<file path="src/rtl/dss_pkg.sv">
package dss_pkg;

    typedef enum logic [2:0] {
        ST_IDLE   = 3'd0,
        ST_FETCH  = 3'd1,
        ST_ARMED  = 3'd2,
        ST_REQ_ON = 3'd3,
        ST_DRAIN  = 3'd4
    } seq_state_e;

    typedef enum logic {
        SLOT_DMA = 1'b0,
        SLOT_BUS = 1'b1
    } slot_kind_e;

endpackage

</file>
<file path="src/rtl/dss_slot_timer.sv">
module dss_slot_timer
    import dss_pkg::*;
#(
    parameter int SLOT_TICKS = 40
) (
    input  logic       clk,
    input  logic       rst_n,
    input  logic       restart,
    input  logic       run,
    output logic       slot_first,
    output logic       slot_last,
    output slot_kind_e slot_kind
);
    localparam int TICK_W = (SLOT_TICKS > 1) ? $clog2(SLOT_TICKS) : 1;
    localparam logic [TICK_W-1:0] LAST_TICK = TICK_W'(SLOT_TICKS - 1);

    logic [TICK_W-1:0] tick_q;

    // Restart always opens a DMA slot; otherwise slots alternate on wrap.
    always_ff @(posedge clk or negedge rst_n) begin
        if (!rst_n) begin
            tick_q    <= '0;
            slot_kind <= SLOT_DMA;
        end else if (restart) begin
            tick_q    <= '0;
            slot_kind <= SLOT_DMA;
        end else if (run) begin
            if (tick_q == LAST_TICK) begin
                tick_q    <= '0;
                slot_kind <= (slot_kind == SLOT_DMA) ? SLOT_BUS : SLOT_DMA;
            end else begin
                tick_q <= tick_q + 1'b1;
            end
        end
    end

    assign slot_first = (tick_q == '0);
    assign slot_last  = (tick_q == LAST_TICK);

endmodule

</file>
<file path="src/rtl/dss_ack_sync.sv">
module dss_ack_sync #(
    parameter int STAGES = 2
) (
    input  logic clk,
    input  logic rst_n,
    input  logic ack_n_raw,
    output logic ack_seen
);
    logic [STAGES-1:0] sync_q;

    generate
        if (STAGES == 1) begin : g_single
            always_ff @(posedge clk or negedge rst_n) begin
                if (!rst_n) sync_q <= '1;
                else        sync_q <= ack_n_raw;
            end
        end else begin : g_chain
            always_ff @(posedge clk or negedge rst_n) begin
                if (!rst_n) sync_q <= '1;
                else        sync_q <= {sync_q[STAGES-2:0], ack_n_raw};
            end
        end
    endgenerate

    // Active-high view of the synchronized acknowledge.
    assign ack_seen = ~sync_q[STAGES-1];

endmodule

</file>
<file path="src/rtl/dss_xfer_ctr.sv">
module dss_xfer_ctr #(
    parameter int ADDR_W = 8,
    parameter int CNT_W  = 8
) (
    input  logic              clk,
    input  logic              rst_n,
    input  logic              load,
    input  logic              step,
    input  logic [ADDR_W-1:0] load_addr,
    input  logic [CNT_W-1:0]  load_cnt,
    output logic [ADDR_W-1:0] cur_addr,
    output logic              last_byte
);
    logic [CNT_W-1:0] remain_q;

    always_ff @(posedge clk or negedge rst_n) begin
        if (!rst_n) begin
            cur_addr <= '0;
            remain_q <= '0;
        end else if (load) begin
            cur_addr <= load_addr;
            remain_q <= load_cnt;
        end else if (step) begin
            cur_addr <= cur_addr + 1'b1;
            remain_q <= remain_q - 1'b1;
        end
    end

    assign last_byte = (remain_q == CNT_W'(1));

endmodule

</file>
<file path="src/rtl/din_slot_seq.sv">
module din_slot_seq
    import dss_pkg::*;
#(
    parameter int DATA_W          = 8,
    parameter int ADDR_W          = 8,
    parameter int CNT_W           = 8,
    parameter int SLOT_TICKS      = 40,
    parameter int ACK_SYNC_STAGES = 2
) (
    input  logic              clk,
    input  logic              rst_n,
    input  logic              start,
    input  logic [CNT_W-1:0]  byte_count,
    input  logic [ADDR_W-1:0] start_addr,
    output logic              buf_rd_en,
    output logic [ADDR_W-1:0] buf_rd_addr,
    input  logic [DATA_W-1:0] buf_rd_data,
    output logic [DATA_W-1:0] bus_data,
    output logic              req_n,
    input  logic              ack_n,
    output logic              done
);
    seq_state_e  state_q, state_d;
    slot_kind_e  slot_kind;
    logic        slot_first, slot_last;
    logic        ack_seen;
    logic        dma_end, bus_end, in_bus_slot;
    logic        accept, empty_start, step, last_byte;
    logic        rd_pending_q, done_q;
    logic [DATA_W-1:0] data_q;
    logic [ADDR_W-1:0] cur_addr;

    assign in_bus_slot = (slot_kind == SLOT_BUS);
    assign dma_end     = slot_last && !in_bus_slot;
    assign bus_end     = slot_last && in_bus_slot;
    assign accept      = (state_q == ST_IDLE) && start && (byte_count != '0);
    assign empty_start = (state_q == ST_IDLE) && start && (byte_count == '0);
    assign step        = (state_q == ST_REQ_ON) && bus_end && ack_seen;

    dss_slot_timer #(.SLOT_TICKS(SLOT_TICKS)) timer_i (
        .clk        (clk),
        .rst_n      (rst_n),
        .restart    (accept),
        .run        (state_q != ST_IDLE),
        .slot_first (slot_first),
        .slot_last  (slot_last),
        .slot_kind  (slot_kind)
    );

    dss_ack_sync #(.STAGES(ACK_SYNC_STAGES)) sync_i (
        .clk       (clk),
        .rst_n     (rst_n),
        .ack_n_raw (ack_n),
        .ack_seen  (ack_seen)
    );

    dss_xfer_ctr #(.ADDR_W(ADDR_W), .CNT_W(CNT_W)) ctr_i (
        .clk       (clk),
        .rst_n     (rst_n),
        .load      (accept),
        .step      (step),
        .load_addr (start_addr),
        .load_cnt  (byte_count),
        .cur_addr  (cur_addr),
        .last_byte (last_byte)
    );

    // State register
    always_ff @(posedge clk or negedge rst_n) begin
        if (!rst_n) state_q <= ST_IDLE;
        else        state_q <= state_d;
    end

    // Next-state logic
    always_comb begin
        state_d = state_q;
        unique case (state_q)
            ST_IDLE: begin
                if (accept) state_d = ST_FETCH;
            end
            ST_FETCH: begin
                if (dma_end) state_d = ack_seen ? ST_ARMED : ST_REQ_ON;
            end
            ST_ARMED: begin
                if (dma_end && !ack_seen) state_d = ST_REQ_ON;
            end
            ST_REQ_ON: begin
                if (step) state_d = last_byte ? ST_DRAIN : ST_FETCH;
            end
            ST_DRAIN: begin
                if (dma_end && !ack_seen) state_d = ST_IDLE;
            end
            default: state_d = ST_IDLE;
        endcase
    end

    // Outputs decoded from state and slot position
    always_comb begin
        buf_rd_en   = (state_q == ST_FETCH) && slot_first && !in_bus_slot;
        buf_rd_addr = cur_addr;
        req_n       = (state_q != ST_REQ_ON);
        bus_data    = data_q;
        done        = done_q;
    end

    // Data capture one cycle after the read strobe; done pulse register
    always_ff @(posedge clk or negedge rst_n) begin
        if (!rst_n) begin
            rd_pending_q <= 1'b0;
            data_q       <= '0;
            done_q       <= 1'b0;
        end else begin
            rd_pending_q <= buf_rd_en;
            if (rd_pending_q) data_q <= buf_rd_data;
            done_q <= empty_start ||
                      ((state_q == ST_DRAIN) && dma_end && !ack_seen);
        end
    end

endmodule

</file>
<file path="config.mk">
export PLATFORM = sky130hd
export DESIGN_NAME = din_slot_seq
export DESIGN_NICKNAME = d
export VERILOG_FILES = /design/src/rtl/dss_pkg.sv /design/src/rtl/dss_slot_timer.sv /design/src/rtl/dss_ack_sync.sv /design/src/rtl/dss_xfer_ctr.sv /design/src/rtl/din_slot_seq.sv
export SDC_FILE = /design/constraint.sdc
export NUM_CORES = 1
export LEC_CHECK = 0
export ABC_AREA = 1
export BUFFER_PORTS_ARGS = -buffer_cell sky130_fd_sc_hd__buf_2
export CORE_MARGIN = 3
export CORE_UTILIZATION = 30
export CTS_CLUSTER_DIAMETER = 80
export DETAILED_ROUTE_END_ITERATION = 7
export PLACE_DENSITY_LB_ADDON = 0.25
export SETUP_SLACK_MARGIN = 0.3
export SLEW_MARGIN = 20
export SYNTH_ARGS = -nofsm -noshare
export SYNTH_HDL_FRONTEND = slang
export SYNTH_SLANG_ARGS = --single-unit
</file>
<file path="constraint.sdc">
create_clock -name clk -period 4.4 [get_ports clk]
set_clock_uncertainty 0.05 [all_clocks]
set_input_delay 0.88 -clock clk [delete_from_list [all_inputs] [get_ports clk]]
set_output_delay 0.88 -clock clk [all_outputs]
set_load 0.05 [all_outputs]
</file>
-- Word-level counts from Yosys, hierarchy flattened
Cells that the tools add are included.
- input bits: 28
- logic and storage cells: 68
- register bits after elaboration: 38
- output and inout bits: 19
- muxes and demuxes: 19
- reductions and logical operators: 24
- $add $sub $neg: 3
- equality and inequality tests: 12
- bitwise operators: 1
- operators with widths (cell ; count):
    $mux 8 ; 4
    $mux 3 ; 6
    $mux 6 ; 3
    $pmux 3 s5 ; 1
    $logic_and 1x1->1 ; 12
    $add 8x1->8 const B ; 1
    $eq 8x1->1 const B ; 1
    $logic_not 8->1 ; 1
    $ne 2x2->1 const B ; 4
    $reduce_bool 8->1 ; 1
    $sub 8x1->8 const B ; 1
    $add 6x1->6 const B ; 1
    $eq 3x2->1 const B ; 2
    $eq 6x6->1 const B ; 1
    $logic_not 6->1 ; 1
    $reduce_bool 2->1 ; 3
    $mux 1 ; 5
    $reduce_and 5->1 ; 1
    $eq 3x1->1 const B ; 1
    $eq 3x3->1 const B ; 1
    $logic_not 3->1 ; 1
    $ne 3x2->1 const B ; 1
    $reduce_bool 3->1 ; 1
    $ne 2x1->1 const B ; 1
    other kinds (4) ; 4

-- Depth between registers and ports, before layout
Gate-level depths: netlist of the first run.
- depth in word-level cells: 6
- depth in mapped cells: 10
- depth with buffers taken out: 10

-- By module
Synthesis of the first run repeated with hierarchy kept, for this count alone.
- cell total of the unflattened synthesis: 267
- area total of the unflattened synthesis: 2185.8 µm²
- by module, submodules not included (module ; cells each ; sequential area each (µm²) ; area each (µm²) ; instances):
    dss_xfer_ctr ; 123 ; 400.4 ; 979.7 ; 1
    din_slot_seq ; 82 ; 325.3 ; 715.7 ; 1
    dss_slot_timer ; 59 ; 175.2 ; 434.2 ; 1
    dss_ack_sync ; 3 ; 52.6 ; 56.3 ; 1

-- Least setup slack after synthesis of the first run
Ideal clock, no wire load.
- path type: reg2out
- from: register state_q[1]
- to: output port buf_rd_en
- arrival time: 2.187 ns
- slack: 1.283 ns
- stages on the path, launching flop included: 4
- path buffers: 0
- required time: 3.470 ns
- path through: dfrtp_1 inv_2 nand3_1 nor4_1
- cells in the longest elaborated chain, start to end: 3
- RTL lines (what ; RTL line ; source):
    from (decl) ; din_slot_seq.sv:23 ; seq_state_e state_q, state_d;
    from (signal assigned) ; din_slot_seq.sv:71 ; else state_q <= state_d;
    $eq 3x1->1 ; din_slot_seq.sv:99 ; buf_rd_en = (state_q == ST_FETCH) && slot_first && !in_bus_slot;
    $logic_and 1x1->1 (2 in a row) ; din_slot_seq.sv:99 ;
    to (decl) ; din_slot_seq.sv:15 ; output logic buf_rd_en,
No other way between the ends.

-- Final worst setup path of the first run
Ends and elaborated chain as after synthesis.

==> impl_metrics.toml, run 1 <==
[outcome]
status = "finished, final reports clean"

[synthesis]
synth_top_flop_cell = "dfrtp_1"
synth_top_area_frac = 0.424
syn_inst = 250
synth_cell_types = 31
ys_ff_latch = 38
syn_area_mm2 = 0.00212
synth.avg_cell_area_um2 = 8.50
synth_edf_count = 0
synth_fp_nets = 283
synthArstFlopShare = 1.00
ys_warn_count = 0
synth_area_leaders = "dfrtp_1, nand2_1, nand3_1, inv_1, mux2_2"
yosysTopAreaCell = "dfrtp_1"
ys_seq_area_frac = 0.449

[critical_path]
crit_end = "buf_rd_en"
timing.rr.start = "timer_i.tick_q[0]"
regToRegSetupSlack_ns = 2.70
cp.arrival_ns = 1.66
path_buf_inv = 2
cp_max_fo = 5
crit_path_end_kind = "output pin"
crit_slowest_cell = "dfrtp_1"
critPathTopFamily = "simple AND/OR/NAND/NOR gates"
startpoint_type = "flop"
reg2reg_depth = 8
crit_start = "state_q[1]"
path_cells = "inv_2 > nand3_1 > nor4_1 > buf_2"
required_ns = 3.47
critical-path-max-stage-delay_ns = 0.41
r2r-end = "ctr_i.remain_q[2]"
cp_num_cells = 4
crit_type = "reg -> out"

[global_routing]
grt_pass1_vias = 1840
antenna_found_initial = 0
grt_overflow = 0
grtUsageTotal = 0.125
grt_pass1_wl_um = 8320
grt_max_degree = 39

[routing]
num_vias = 1773
firstDrtPassIters = 4
antenna_left = 0
wl_per_cell_um = 11.8
drt_iter0_drc = 67
route.detailed.drc = 0
viasPerCell = 4.48
wirelength_um = 4680

[clock_network]
clock_path_buffers = 2
clock_sinks = 38
cts_tree = "done"
cts-root-buf = "clkbuf_8"
postCtsHoldBufs = 0
insertion_delay_ns = 0.29
cts_buffers = 5
ctsResizeCount = 0
clk_pin_slew_ns = 0.08
cts_max_level = 2
post-cts-setup-buffers = 0

[place]
place_congestion = 0.815
hpwlAfterDp_um = 3430
io_buffers = 46
dp.cells = 388
place_ws_ns = 2.10

[timing]
tightest_slew_ns = 0.875
setup_ws_ns = 1.81
timing.final.crit_share = 0.588
fmax_mhz = 387
finalMaxSlewViolations = 0
hold_viol = 0
setup_violations = 0
relSlewSlack = 0.417
fin_hold_ws_ns = 0.308
tns_ns = 0
rsz0062_at_grt = "no"
fin_crit_ns = 2.59

[pwr]
p_per_area_mw_per_mm2 = 731
leakagePower_uw = 0.00131
vdd_drop_max_uv = 189

[floorplanning]
placementRows = 30
initial_core_util = 0.311
die_y_um = 90.2
die_area_mm2 = 0.00813
die_w_um = 90.2
ios = 47
core_mm2 = 0.00683

[layout]
synthToLayoutAreaGrowth_pct = 19.9
final_cells = 396
finalNetCount = 332
drive_above_1_share = 0.270
antennaDiodeCount = 0
fin_util = 0.373

[job]
cap_violations = 0

[worst_hold_path]
hp-class = "reg -> reg"
==> stage by stage <==
| step | area (um2) | power, uW |
|---|---|---|
| detailed placement | 2440 | 1600 |
| CTS | 2550 | 1890 |
| finish | 2550 | 1860 |
| floorplan | 2120 | 1390 |
| global route | 2550 | 2010 |
| global placement | 2440 | 1580 |
==> report_power, final <==
part           leakage [uW]  total, uW  switching (uW)  internal, uW
registers          0.000471        624             128           496
clock network     0.0000575        284             126           158
logic              0.000777        954             660           294
total               0.00131       1860             914           948
==> flip-flops by register name, indices dropped and copies added (netlist names) <==
register / count
timer_i.slot_kind: 1
ctr_i.remain_q: 8
bus_data: 8
sync_i.sync_q: 2
done: 1
rd_pending_q: 1
ctr_i.cur_addr: 8
state_q: 3
timer_i.tick_q: 6
==> routing by layer <==
metal / global-route usage / up-vias / routed length (um)
li1: - / 910 / -
met1: 0.154 / 813 / 2230
met2: 0.213 / 44 / 2170
met3: 0.0243 / 6 / 198
met4: 0.0497 / 0 / 80
met5: 0 / - / 0
==> area by class of cell <==
cell class,instances,area [um2]
multi-input combinational,175,1010
sequential,38,953
clock buffer,8,110
inverter,33,126
fill,764,4280
timing repair buffer,46,230
tap,96,120
==> logic make-up (layout without fill, tap and decap cells) <==
family                     count (synthesis)  in the layout  share of synthesized area
xor gates and xnor gates                   8              8                     0.0330
muxes                                      8              8                     0.0424
DFF                                       38             38                      0.449
adders and majority gates                  5              5                     0.0294
AOI/OAI and AO/OA                         31             31                     0.0942
buffers and inverters                     37             87                     0.0771
and+or+nand+nor                          123            123                      0.275
==> synth_stat cells (all sizes together) (3+ instances only) <==
| cell | number |
|---|---|
| nand2 | 69 |
| dfrtp | 36 |
| nor2 | 21 |
| o211ai | 11 |
| buf | 3 |
| nand3 | 28 |
| ha | 5 |
| mux2 | 8 |
| xor2 | 7 |
| inv | 32 |
| o21ai | 7 |
| a21oi | 9 |
==> how the worst min path moves through the flow <==
| stage | start | end | slack, ns | cells after the start |
|---|---|---|---|---|
| floorplan | sync_i.sync_q[0] | sync_i.sync_q[1] | 0.30 | 0 |
| global placement | sync_i.sync_q[0] | sync_i.sync_q[1] | 0.30 | 0 |
| detailed placement | sync_i.sync_q[0] | sync_i.sync_q[1] | 0.30 | 0 |
| CTS | sync_i.sync_q[0] | sync_i.sync_q[1] | 0.31 | 0 |
| global route | sync_i.sync_q[0] | sync_i.sync_q[1] | 0.31 | 0 |
| finish | sync_i.sync_q[0] | sync_i.sync_q[1] | 0.31 | 0 |
==> cells in the final DEF, fill, tap and decap left out <==
master and n:
clkbuf_8 8, a21oi_2 1, nor2_1 18, dfstp_2 2, a21oi_1 8, nand3_2 3
o32ai_1 1, dfrtp_1 36, inv_2 4, nand2_4 4, xor2_1 7, nor4_1 1
nor2_2 1, buf_2 46, nand3b_1 1, nand3_1 24, o21bai_1 2, inv_4 1
nand3_4 1, o21ai_0 7, nand2_1 65, nor2_4 2, nand4_1 2, nor3_1 1
o211ai_1 11, xnor2_1 1, inv_1 27, ha_1 5, clkinv_1 1, mux2_2 8
o211a_1 1
No activity file was read; power rests on OpenSTA's default activity.
==> run 2: changes to the inputs <==
==> constraint.sdc (replaced) <==
create_clock -name clk -period 2.45 [get_ports clk]
set_clock_uncertainty 0.05 [all_clocks]
set_input_delay 0.49 -clock clk [delete_from_list [all_inputs] [get_ports clk]]
set_output_delay 0.49 -clock clk [all_outputs]
set_load 0.05 [all_outputs]
==> run 2 against run 1 <==
  * Sequential cell count stayed put
  * Non-clock buffer count is 2 higher
  * Global-route usage hardly changed
  * Cell area is 1.2% higher
  * Clock power is 60% higher
  * Sequential share of layout area is 0.44 points lower
  * First-iteration DRC count is 16% lower
  * Worst hold slack worse by 0.22 ns
  * Critical path depth is 1 higher
  * Total power is 81% higher
  * Largest power group unchanged
==> impl_metrics.toml, run 2 (synthesis results as in run 1) <==
[timing]
relSlewSlack = 0.690
hold_viol = 0
rsz0062_at_grt = "no"
fmax_mhz = 487
fin_crit_ns = 2.05
tns_ns = 0
setup_ws_ns = 0.398
finalMaxSlewViolations = 0
tightest_slew_ns = 0.466
timing.final.crit_share = 0.838
setup_violations = 0

[floorplanning]
placementRows = 30
die_w_um = 90.2
die_area_mm2 = 0.00813
core_mm2 = 0.00683
die_y_um = 90.2
ios = 47
initial_core_util = 0.311

[global_routing]
grt_overflow = 0
grtUsageTotal = 0.125
grt_pass1_vias = 1801
antenna_found_initial = 0
grt_pass1_wl_um = 8310
grt_max_degree = 20

[job]
cap_violations = 0

[critical_path]
required_ns = 1.91
crit_path_end_kind = "output pin"
regToRegSetupSlack_ns = 0.69
cp.arrival_ns = 1.51
startpoint_type = "flop"
r2r-end = "ctr_i.remain_q[2]"
reg2reg_depth = 8
timing.rr.start = "timer_i.tick_q[0]"
cp_max_fo = 3
crit_type = "reg -> out"

[clock_network]
postCtsHoldBufs = 0
clock_sinks = 38
cts-root-buf = "clkbuf_8"
cts_tree = "done"
clk_pin_slew_ns = 0.08
cts_max_level = 2
insertion_delay_ns = 0.29
clock_path_buffers = 2
cts_buffers = 5

[routing]
num_vias = 1786
wirelength_um = 4860
route.detailed.drc = 0
antenna_left = 0
firstDrtPassIters = 4
wl_per_cell_um = 12.2
viasPerCell = 4.49
drt_iter0_drc = 56

[place]
place_congestion = 0.784
hpwlAfterDp_um = 3630
io_buffers = 46
place_ws_ns = 0.604

[layout]
most-common-layout-cells = "nand2_1, buf_2, dfrtp_1, inv_1, nand3_1"
fillers = 735
drive_above_1_share = 0.285
final_common_cell = "nand2_1"
finalNetCount = 334
antennaDiodeCount = 0
synthToLayoutAreaGrowth_pct = 21.3

[pwr]
leakagePower_uw = 0.00131
p_per_area_mw_per_mm2 = 1310
vdd_drop_max_uv = 723

[outcome]
status = "finished, final reports clean"

[worst_hold_path]
hp-class = "in -> async"
run 2: cell count changes in the layout (fill, tap and decap cells not counted), sizes merged:
cell / before / now
clkinv: 1 / 2
buf: 46 / 48
clkbuf: 8 / 7
run 2: through the flow:
stage | hold slack (ns) | cells | utilization | power, uW | instance area [um2]
after detailed placement | 0.297 | 390 | 0.360 | 2890 | 2460
after global routing | 0.107 | 398 | 0.377 | 3630 | 2580
after floorplan | 0.144 | 250 | - | 2500 | 2130
final | 0.0913 | 398 | 0.377 | 3360 | 2580
after CTS | 0.102 | 398 | 0.374 | 3350 | 2550
after global placement | 0.296 | 390 | 0.360 | 2880 | 2460
run 2: worst max path at each step:
stage | from | end | cells after the start
3_3_place_gp | state_q[1] | buf_rd_en | 4
4_1_cts | state_q[1] | buf_rd_en | 4
3_5_place_dp | state_q[1] | buf_rd_en | 4
6_report | timer_i.tick_q[0] | buf_rd_en | 5
5_1_grt | timer_i.tick_q[0] | buf_rd_en | 5
2_1_floorplan | state_q[1] | buf_rd_en | 3
run 2: cell type report:
cell class,count,area (um2),area share
multi-input combinational,175,1030,0.401
timing repair buffer,48,251,0.0976
tap,96,120,0.0466
inverter,33,126,0.0490
sequential,38,953,0.370
clock inverter,1,5.00,0.00194
clock buffer,7,86.3,0.0335
run 2: metal layers:
layer,vias to the layer above,routed length [um],track usage,part of all wire
li1,918,-,-,-
met5,-,0,0,0
met1,833,2360,0.163,0.49
met3,4,212,0.0343,0.044
met2,31,2240,0.199,0.46
met4,0,52,0.0421,0.011
run 2: where the power goes:
| part | switching (uW) | internal (uW) |
|---|---|---|
| Clock | 227 | 227 |
| Sequential | 250 | 891 |
| Combinational | 1220 | 552 |
| Total | 1690 | 1670 |
run 2: critical path, stage by stage, from the launching register on:
cell and delay, ns:
dfrtp_1 0.41, inv_2 0.09, ha_4 0.12, nand3b_1 0.12, nor4_4 0.28, buf_6 0.20
run 2: what timing repair did:
item,in CTS,in global routing
gates resized for setup,1,6
setup buffers,0,0
pin swaps,0,2
setup endpoints to repair,1,1
==> run 3: changes to the inputs <==
--- a/config.mk
+++ b/config.mk
@@ -5,7 +5,7 @@
 export SDC_FILE = /design/constraint.sdc
 export NUM_CORES = 1
 export LEC_CHECK = 0
-export ABC_AREA = 1
+export ABC_AREA = 0
 export BUFFER_PORTS_ARGS = -buffer_cell sky130_fd_sc_hd__buf_2
 export CORE_MARGIN = 3
 export CORE_UTILIZATION = 30
==> constraint.sdc (replaced) <==
create_clock -name clk -period 1.6 [get_ports clk]
set_clock_uncertainty 0.05 [all_clocks]
set_input_delay 0.32 -clock clk [delete_from_list [all_inputs] [get_ports clk]]
set_output_delay 0.32 -clock clk [all_outputs]
set_load 0.05 [all_outputs]
==> run 3 against run 2 <==
  * The flow now finishes with violations (negative setup slack)
  * Largest power group unchanged
  * Global-route usage is 4.3 points higher
  * Clock power is 49% higher
  * Critical path depth stayed put
  * Highest routed layer unchanged
  * Area after synthesis is 1.6% lower
  * Die area is 1.5% lower
==> impl_metrics.toml, run 3 <==
[outcome]
status = "complete, but fails checks"
violations = "negative setup slack"

[timing]
relSlewSlack = 0.701
tightest_slew_ns = 0.445
fin_hold_ws_ns = 0.0602
fmax_mhz = 480
setup_ws_ns = -0.482
rsz0062_at_grt = "yes"
setup_violations = 29
hold_viol = 0
timing.final.crit_share = 1.30
finalMaxSlewViolations = 0
fin_crit_ns = 2.08

[synthesis]
ys_ff_latch = 38
synthSimpleGateAreaFrac = 0.219
syn_inst = 209
ys_seq_area_frac = 0.456
ys_warn_count = 0
synth_top_family_by_area = "simple AND/OR/NAND/NOR gates"
synth-compound-area-share = 0.143
synth_common_cells = "dfrtp_1, nand2_1, inv_1"
syn_area_mm2 = 0.00209
synth_area_leaders = "dfrtp_1, mux2_2, nand2_1, mux2i_1, ha_1"
synth_mux_area_frac = 0.0874
synth_top_flop_cell = "dfrtp_1"
synth_cell_types = 54
synthAdderAreaFrac = 0.0299
synth.avg_cell_area_um2 = 10.0
synthArstFlopShare = 1.00
synth_edf_count = 0
synth_fp_nets = 242
yosysTopAreaCell = "dfrtp_1"
synth_most_common_cell = "dfrtp_1"
synth_top_area_frac = 0.431
yosys.area_share.xor_xnor = 0.0210

[place]
io_buffers = 46
hpwlAfterDp_um = 4050
place_congestion = 0.823

[global_routing]
antenna_found_initial = 0
grt_pass1_vias = 2220
grt_overflow = 0
grtUsageTotal = 0.167
grt_max_degree = 39
grt_pass1_wl_um = 10300

[clock_network]
clock_path_buffers = 2
cts_max_level = 2
cts_buffers = 5
insertion_delay_ns = 0.30
cts_tree = "done"
clk_pin_slew_ns = 0.08
cts-root-buf = "clkbuf_8"
clock_sinks = 38

[routing]
route.detailed.drc = 0
drt_iter0_drc = 74
wirelength_um = 6370
wl_per_cell_um = 15.0
num_vias = 2168
antenna_left = 0
firstDrtPassIters = 4
viasPerCell = 5.11

[critical_path]
crit_path_end_kind = "output pin"
path_cells = "inv_1 > ha_1 > or4b_4 > nor4_4 > buf_6"
cp_max_fo = 2
required_ns = 1.23
path_buf_inv = 2
cp.arrival_ns = 1.71
crit_type = "reg -> out"
startpoint_type = "flop"
critical-path-max-stage-delay_ns = 0.47
critPathTopFamily = "simple AND/OR/NAND/NOR gates"
crit_slowest_cell = "or4b_4"

[layout]
finalNetCount = 379
drive_above_1_share = 0.588
final_common_cell = "buf_4"
most-common-layout-cells = "buf_4, dfrtp_1, buf_2, buf_6, nand2_1"
antennaDiodeCount = 0
fin_util = 0.561
synthToLayoutAreaGrowth_pct = 75.2

[pwr]
p_per_area_mw_per_mm2 = 1680
leakagePower_uw = 0.00170
vdd_drop_max_uv = 761

[floorplanning]
die_w_um = 89.5
placementRows = 29
initial_core_util = 0.320
die_y_um = 89.5
ios = 47
die_area_mm2 = 0.00800
core_mm2 = 0.00653

[job]
cap_violations = 0

[worst_hold_path]
hp-class = "in -> reg"
-- run 3: changes by cell type after synthesis, sizes merged, moves of 5 or more --
cell    change
or3         +7
nand3      -21
a21o        +5
nor2       -10
mux2i       +7
inv        -20
o211ai      -8
nand2      -49
nor3        +7
nor4        +5
-- run 3: cell families after synthesis --
group / after synthesis
adders and majority gates: 5
muxes: 17
AOI/OAI and AO/OA: 41
DFF: 38
buffers and inverters: 22
and+or+nand+nor: 81
xor gates and xnor gates: 5
-- run 3: where the power goes --
group | total, uW | internal (uW) | switching, uW | leakage, uW
clock | 675 | 303 | 372 | 0.0000450
combinational | 3780 | 1840 | 1940 | 0.00122
sequential | 1690 | 1360 | 338 | 0.000440
total | 6150 | 3500 | 2650 | 0.00170
-- run 3: layer usage --
metal	GRT usage	vias up	wire [um]
li1	-	1051	-
met1	0.213	1063	2850
met2	0.275	43	3200
met3	0.0304	11	183
met4	0.0771	0	132
met5	0	-	0
-- run 3: final timing paths --
path,start,endpoint,slack (ns),cells past startpoint
setup / recovery,timer_i.tick_q[0],buf_rd_en,-0.48,5
hold / removal,ack_n,sync_i.sync_q[0],0.06,1
setup reg to reg,timer_i.slot_kind,ctr_i.cur_addr[5],-0.47,8
hold reg to reg,sync_i.sync_q[0],sync_i.sync_q[1],0.31,0
max in group asynchronous,rst_n,sync_i.sync_q[0],0.78,3
min in group asynchronous,rst_n,bus_data[5],0.47,3
-- run 3: cell type report --
class | count | area (um2)
repair buffers | 139 | 1150
multi-input cells | 150 | 1330
clock buffers | 6 | 72.6
inverters | 12 | 45.0
well taps | 77 | 96.3
clock inverters | 2 | 10.0
flip-flops and latches | 38 | 956
fillers | 571 | 2870
-- run 3: worst reg2reg max path, delay by kind of cell (launching register included) --
kind,cells,cell delay (ns)
simple gates,2,0.64
buf+inv,4,0.51
flops,1,0.35
compound gates,1,0.30
mux,1,0.10
-- run 3: metrics by stage --
step	instances	setup WS (ns)	cell area, um2	power, uW	TNS, ns
global placement	380	-0.445	2900	4350	-8.08
global route	424	-0.575	3660	6540	-11.38
CTS	414	-0.479	3440	5780	-7.80
finish	424	-0.482	3660	6150	-8.94
floorplan	209	-0.543	2200	3440	-8.37
detailed placement	380	-0.459	2900	4400	-8.47
-- run 3: timing repair --
| action | CTS | global route |
|---|---|---|
| setup endpoints to repair | 39 | 43 |
| setup buffers | 23 | 10 |
| gates cloned | 2 | 0 |
| endpoints found under the hold margin | 36 | 0 |
| hold buffers | 1 | 0 |
| pin swaps | 31 | 19 |
| gates resized for setup | 70 | 35 |
